## src/rtl/bus_arb_pkg.sv

```systemverilog
package bus_arb_pkg;

  typedef enum logic [1:0] {
    ST_CORE  = 2'd0,
    ST_GPEND = 2'd1,
    ST_EXT   = 2'd2,
    ST_DMA   = 2'd3
  } arb_st_t;

  typedef enum logic [1:0] {
    OWN_NONE = 2'd0,
    OWN_SDMA = 2'd1,
    OWN_IDMA = 2'd2
  } dma_own_t;

endpackage

```

## src/rtl/bus_arb_sync.sv

```systemverilog
module bus_arb_sync #(
  parameter int W      = 1,
  parameter int STAGES = 2
) (
  input  logic         clk,
  input  logic         rst,
  input  logic [W-1:0] d,
  output logic [W-1:0] q
);

  logic [W-1:0] stg [STAGES];

  always_ff @(posedge clk) begin
    if (rst) begin
      for (int i = 0; i < STAGES; i++) stg[i] <= '0;
    end else begin
      stg[0] <= d;
      for (int i = 1; i < STAGES; i++) stg[i] <= stg[i-1];
    end
  end

  assign q = stg[STAGES-1];

endmodule

```

## src/rtl/bus_arb_pick.sv

```systemverilog
module bus_arb_pick
  import bus_arb_pkg::*;
#(
  parameter int N_SDMA = 3,
  parameter int CH_W   = 2
) (
  input  logic [N_SDMA-1:0] sdma_req,
  input  logic              idma_req,
  output dma_own_t          pick,
  output logic [CH_W-1:0]   pick_ch,
  output logic              sdma_any
);

  // Lowest channel index wins among the serial requests.
  always_comb begin
    pick_ch = '0;
    for (int i = N_SDMA - 1; i >= 0; i--) begin
      if (sdma_req[i]) pick_ch = CH_W'(i);
    end
  end

  assign sdma_any = |sdma_req;

  always_comb begin
    if (sdma_any)      pick = OWN_SDMA;
    else if (idma_req) pick = OWN_IDMA;
    else               pick = OWN_NONE;
  end

endmodule

```

## src/rtl/bus_arb_fsm.sv

```systemverilog
module bus_arb_fsm
  import bus_arb_pkg::*;
#(
  parameter int CH_W = 2
) (
  input  logic            clk,
  input  logic            rst,
  input  logic            core_off,
  input  logic            irq_clr_en,
  input  logic            irq_pend,
  input  logic            cyc_done,
  input  logic            ext_req_s,
  input  logic            ack_s,
  input  logic            ext_gnt_s,
  input  dma_own_t        pick,
  input  logic [CH_W-1:0] pick_ch,
  input  logic            sdma_any,
  output logic            gnt_q,
  output logic            oe_q,
  output logic            ack_q,
  output logic            bclr_q,
  output logic            req_q,
  output logic            core_q,
  output dma_own_t        own_q,
  output logic [CH_W-1:0] ch_q
);

  arb_st_t         st, nst;
  dma_own_t        nown;
  logic [CH_W-1:0] nch;
  logic            rel_q, nrel;

  always_comb begin
    nst  = st;
    nown = own_q;
    nch  = ch_q;
    nrel = rel_q;
    case (st)
      ST_CORE: begin
        nrel = 1'b0;
        if (core_off) begin
          if (pick != OWN_NONE && ext_gnt_s && !ack_s) begin
            nst  = ST_DMA;
            nown = pick;
            nch  = pick_ch;
          end
        end else if (cyc_done && pick != OWN_NONE) begin
          nst  = ST_DMA;
          nown = pick;
          nch  = pick_ch;
        end else if (ext_req_s && !ack_s) begin
          nst = ST_GPEND;
        end
      end
      ST_GPEND: begin
        if (core_off || !ext_req_s) begin
          nst  = ST_CORE;
          nrel = 1'b0;
        end else if (rel_q && ack_s) begin
          nst = ST_EXT;
        end else if (cyc_done) begin
          nrel = 1'b1;
        end
      end
      ST_EXT: begin
        if (!ack_s) begin
          if (ext_req_s && !core_off) begin
            nst  = ST_GPEND;
            nrel = 1'b1;
          end else begin
            nst  = ST_CORE;
            nrel = 1'b0;
          end
        end
      end
      ST_DMA: begin
        if (cyc_done) begin
          nown = pick;
          nch  = pick_ch;
          if (pick == OWN_NONE) nst = ST_CORE;
        end
      end
      default: nst = ST_CORE;
    endcase
    if (nst != ST_DMA)     nown = OWN_NONE;
    if (nown != OWN_SDMA)  nch  = '0;
  end

  always_ff @(posedge clk) begin
    if (rst) begin
      st     <= ST_CORE;
      rel_q  <= 1'b0;
      own_q  <= OWN_NONE;
      ch_q   <= '0;
      gnt_q  <= 1'b0;
      oe_q   <= 1'b1;
      ack_q  <= 1'b0;
      bclr_q <= 1'b0;
      req_q  <= 1'b0;
      core_q <= 1'b1;
    end else begin
      st     <= nst;
      rel_q  <= nrel;
      own_q  <= nown;
      ch_q   <= nch;
      gnt_q  <= (nst == ST_GPEND) && !core_off;
      oe_q   <= !core_off;
      ack_q  <= (nst == ST_DMA);
      bclr_q <= (nst == ST_EXT) && (sdma_any || (irq_clr_en && irq_pend));
      req_q  <= core_off && (pick != OWN_NONE) && (nst != ST_DMA);
      core_q <= !core_off && ((nst == ST_CORE) || (nst == ST_GPEND && !nrel));
    end
  end

endmodule

```

## src/rtl/bus_arb_ctrl.sv

```systemverilog
module bus_arb_ctrl
  import bus_arb_pkg::*;
#(
  parameter int N_SDMA      = 3,
  parameter int SYNC_STAGES = 2,
  localparam int CH_W       = (N_SDMA > 1) ? $clog2(N_SDMA) : 1
) (
  input  logic              clk,
  input  logic              rst,
  input  logic              core_off,
  input  logic              irq_clr_en,
  input  logic              ext_req_n,
  input  logic              ext_gnt_n_in,
  input  logic              ack_n_in,
  input  logic [N_SDMA-1:0] sdma_req,
  input  logic              idma_req,
  input  logic              irq_pend,
  input  logic              cyc_done,
  output logic              gnt_n,
  output logic              gnt_oe,
  output logic              ack_drv_n,
  output logic              bclr_drv_n,
  output logic              req_drv_n,
  output logic              core_bus_en,
  output logic [1:0]        dma_own,
  output logic [CH_W-1:0]   sdma_ch
);

  logic [2:0]      pad_raw, pad_s;
  dma_own_t        pick, own_q;
  logic [CH_W-1:0] pick_ch;
  logic            sdma_any;
  logic            gnt_q, oe_q, ack_q, bclr_q, req_q, core_q;

  assign pad_raw = {~ext_gnt_n_in, ~ack_n_in, ~ext_req_n};

  bus_arb_sync #(.W(3), .STAGES(SYNC_STAGES)) u_sync (
    .clk (clk),
    .rst (rst),
    .d   (pad_raw),
    .q   (pad_s)
  );

  bus_arb_pick #(.N_SDMA(N_SDMA), .CH_W(CH_W)) u_pick (
    .sdma_req (sdma_req),
    .idma_req (idma_req),
    .pick     (pick),
    .pick_ch  (pick_ch),
    .sdma_any (sdma_any)
  );

  bus_arb_fsm #(.CH_W(CH_W)) u_fsm (
    .clk        (clk),
    .rst        (rst),
    .core_off   (core_off),
    .irq_clr_en (irq_clr_en),
    .irq_pend   (irq_pend),
    .cyc_done   (cyc_done),
    .ext_req_s  (pad_s[0]),
    .ack_s      (pad_s[1]),
    .ext_gnt_s  (pad_s[2]),
    .pick       (pick),
    .pick_ch    (pick_ch),
    .sdma_any   (sdma_any),
    .gnt_q      (gnt_q),
    .oe_q       (oe_q),
    .ack_q      (ack_q),
    .bclr_q     (bclr_q),
    .req_q      (req_q),
    .core_q     (core_q),
    .own_q      (own_q),
    .ch_q       (sdma_ch)
  );

  // Reset passes the request straight to the grant pad.
  assign gnt_n       = rst ? ext_req_n : ~gnt_q;
  assign gnt_oe      = oe_q;
  assign ack_drv_n   = ~ack_q;
  assign bclr_drv_n  = ~bclr_q;
  assign req_drv_n   = ~req_q;
  assign core_bus_en = core_q;
  assign dma_own     = own_q;

endmodule

```

## config.mk

```make
export PLATFORM = sky130hd
export DESIGN_NAME = bus_arb_ctrl
export DESIGN_NICKNAME = d
export VERILOG_FILES = /design/src/rtl/bus_arb_pkg.sv /design/src/rtl/bus_arb_sync.sv /design/src/rtl/bus_arb_pick.sv /design/src/rtl/bus_arb_fsm.sv /design/src/rtl/bus_arb_ctrl.sv
export SDC_FILE = /design/constraint.sdc
export NUM_CORES = 1
export LEC_CHECK = 0
export BUFFER_PORTS_ARGS = -buffer_cell sky130_fd_sc_hd__buf_4
export CORE_MARGIN = 2
export CORE_UTILIZATION = 55
export CTS_BUF_LIST = sky130_fd_sc_hd__clkbuf_4 sky130_fd_sc_hd__clkbuf_8
export CTS_CLUSTER_DIAMETER = 150
export DETAILED_ROUTE_END_ITERATION = 10
export PLACE_DENSITY = 0.91
export SLEW_MARGIN = 25
export SYNTH_ARGS = -nofsm -noshare
export SYNTH_HDL_FRONTEND = slang
export SYNTH_SLANG_ARGS = --single-unit
```

## constraint.sdc

```tcl
create_clock -name clk -period 3.78 [get_ports clk]
set_input_delay 0.189 -clock clk [delete_from_list [all_inputs] [get_ports clk]]
set_output_delay 0.189 -clock clk [all_outputs]
set_load 0.005 [all_outputs]
```

==> results_dict.tcl <==
set metrics [dict create \
    tns_ps 0 \
    synth_top_area_frac 0.388 \
    finClkSkew_ps 2.07 \
    synthArstFlopShare 0 \
    area_delta_synth_final_pct 22.1 \
    yosysTopAreaCell "dfxtp_1" \
    worst_pin_slew_ps 619 \
    cp-start-kind "flip-flop" \
    dp_cells 159 \
    grt.total_usage 0.227 \
    root_buffer "clkbuf_4" \
    insertion_delay_ps 300 \
    ys.flop_type "dfxtp_1" \
    rr_endpoint "u_fsm.ch_q[0]$_SDFFE_PP0P_" \
    drive_above_1_share 0.254 \
    r2r_cells 7 \
    coreArea_mm2 0.00171 \
    relSlewSlack 0.577 \
    clk_path_buf_depth 2 \
    drt_iter0_markers 31 \
    syn_nets 132 \
    via_per_inst 5.63 \
    via_count 918 \
    clock.fmax_ghz 0.490 \
    end_kind "flip-flop" \
    hpwl_mm 1.64 \
    die_h_um 46.2 \
    first_pass_iters 4 \
    post_drt_wl_per_cell_um 13.1 \
    holdPathEnd "u_sync.stg[0][1]$_SDFF_PP0_" \
    initial_core_util 0.574 \
    cts_tree "done" \
    worstReg2RegStart "u_fsm.st[1]$_SDFF_PP0_" \
    post_cts_buffers 0 \
    reg2reg_slack_ps 1740 \
    hold_depth 2 \
    portBuffers 22 \
    clock_sinks 19 \
    met3_usage 0.0353 \
    crit_type "flip-flop to flip-flop" \
    grt_pass1_vias 836 \
    synth_edf_count 0 \
    ys_top_cells_by_count "dfxtp_1, nor2_1, inv_1" \
    met2_usage 0.358 \
    instances_no_fill 163 \
    gp_congestion 0.848 \
    dieWidth_um 46.2 \
    min-delay-start "ack_n_in" \
    hold-worst-slack_ps 18.9 \
    grt_use_met1 0.283 \
    ir_drop_mv 0.390 \
    hold_viol_final 0 \
    drt_wl_total_mm 2.14 \
    cp.arrival_ps 2230 \
    cts_buffers 3 \
    hold_buffers 0 \
    grt-ovfl-total 0 \
    ys_ff_latch 19 \
    drv_slew 0 \
    synth_area_leaders "dfxtp_1, ha_1, nor2_1" \
    fillers 124 \
    syn_area_um2 981 \
    fin_crit_ps 2040 \
    ctsResizeCount 0 \
    antenna_found_initial 0 \
    min_period_over_period 0.540 \
    ant_nets 0 \
    fp-row-count 15 \
    post-route-drc-count 0 \
    setup_violations 0 \
    grt_max_degree 15 \
    grt.busiest_layer "met2" \
    fp.dieArea_mm2 0.00214 \
    drv_cap 0 \
    crit_fanout 12 \
    ys_seq_area_frac 0.388 \
    nets 157 \
    p_per_area_mw_per_mm2 574 \
    ioPinCount 23 \
    p_leak_nw 0.496 \
    num_antenna_cells 0 \
    cp.required_ps 3970 \
    grt_pass1_wl_mm 3.43 \
    ys_warn_count 0 \
    yosysMostFrequentCell "dfxtp_1" \
    rsz0062_at_grt "no" \
    hp-class "input pin to flip-flop" \
    cts.clk_slew.worst_paths_ps 100 \
    syn_inst 114 \
    ys_types 37 \
    htreeDepth 1 \
    syn_avg_cell_area_um2 8.60 \
    status "completed" \
]
## final cells by class
| cell class | instances | area [um2] | share of cell area |
|---|---|---|---|
| clock inverter | 1 | 5.00 | 0.00418 |
| multi-input combinational | 84 | 559 | 0.467 |
| inverter | 9 | 33.8 | 0.0282 |
| clock buffer | 3 | 22.5 | 0.0188 |
| timing repair buffer | 22 | 165 | 0.138 |
| tap | 25 | 31.3 | 0.0261 |
| sequential | 19 | 380 | 0.318 |
## state kept, by name (all words and copies together), names as in the netlist
register,flops
u_fsm.st,2
u_fsm.ack_q,1
u_fsm.oe_q,1
u_fsm.gnt_q,1
u_fsm.own_q,2
u_fsm.ch_q,2
u_sync.stg,6
u_fsm.bclr_q,1
u_fsm.rel_q,1
u_fsm.req_q,1
u_fsm.core_q,1
## power breakdown
part	switching, mW	internal [mW]
sequential	0.0197	0.229
clock	0.0633	0.0395
combinational	0.205	0.130
total	0.288	0.399
## per-stage QoR
stage / utilization / cell area (um2) / power, mW / setup WS, ps
floorplan: - / 981 / 0.489 / 1950
global placement: 0.685 / 1170 / 0.569 / 1850
detailed placement: 0.685 / 1170 / 0.585 / 1790
CTS: 0.701 / 1200 / 0.686 / 1750
global route: 0.701 / 1200 / 0.743 / 1530
finish: 0.701 / 1200 / 0.687 / 1740
## worst max-delay path by stage
stage / start / endpoint / slack, ps / depth (start not counted)
final: u_fsm.st[1]$_SDFF_PP0_ / u_fsm.ch_q[0]$_SDFFE_PP0P_ / 1740 / 7
after global routing: u_fsm.st[0]$_SDFF_PP0_ / u_fsm.ch_q[0]$_SDFFE_PP0P_ / 1530 / 7
after CTS: u_fsm.st[0]$_SDFF_PP0_ / u_fsm.ch_q[0]$_SDFFE_PP0P_ / 1750 / 6
after detailed placement: u_fsm.st[0]$_SDFF_PP0_ / u_fsm.ch_q[0]$_SDFFE_PP0P_ / 1790 / 6
after global placement: u_fsm.st[0]$_SDFF_PP0_ / u_fsm.ch_q[0]$_SDFFE_PP0P_ / 1850 / 6
after floorplan: u_fsm.st[0]$_SDFF_PP0_ / u_fsm.ch_q[0]$_SDFFE_PP0P_ / 1950 / 6
## kinds of logic (layout without fill, tap and decap cells)
logic type,after synthesis,in the layout,synth area share
flip-flops,19,19,0.388
AO/OA/AOI/OAI,30,30,0.228
adder cells (fa/ha/maj),5,5,0.0638
buffers and inverters,11,35,0.0421
AND/OR/NAND/NOR,49,49,0.278
## critical path: stages, from the launching register on
cell and delay, ps:
dfxtp_1 360, inv_1 130, ha_1 400, inv_1 140
a2111oi_0 520, nor2_1 130, o21ai_2 180, nor4_2 60
## placed cells by master (no fill, tap or decap), types with 2 or more instances in the layout
master / Yosys / layout
nor4_1: 2 / 2
o21ai_0: 4 / 4
nand2_1: 8 / 8
dfxtp_1: 19 / 19
a21oi_1: 7 / 7
buf_4: 0 / 22
nor2b_1: 4 / 4
clkbuf_4: 0 / 3
nand3_1: 4 / 4
nand3b_1: 3 / 3
ha_1: 5 / 5
inv_1: 9 / 9
a31oi_1: 4 / 4
and2_1: 3 / 3
nor4_2: 2 / 2
nor3_1: 4 / 4
nor2_1: 12 / 12
o211ai_1: 2 / 2
## metal layers
metal,vias to the layer above,routed length [um]
li1,460,-
met2,39,1020
met3,9,134
met1,410,935
met4,0,54
met5,-,0
(Power assumes the default switching activity.)
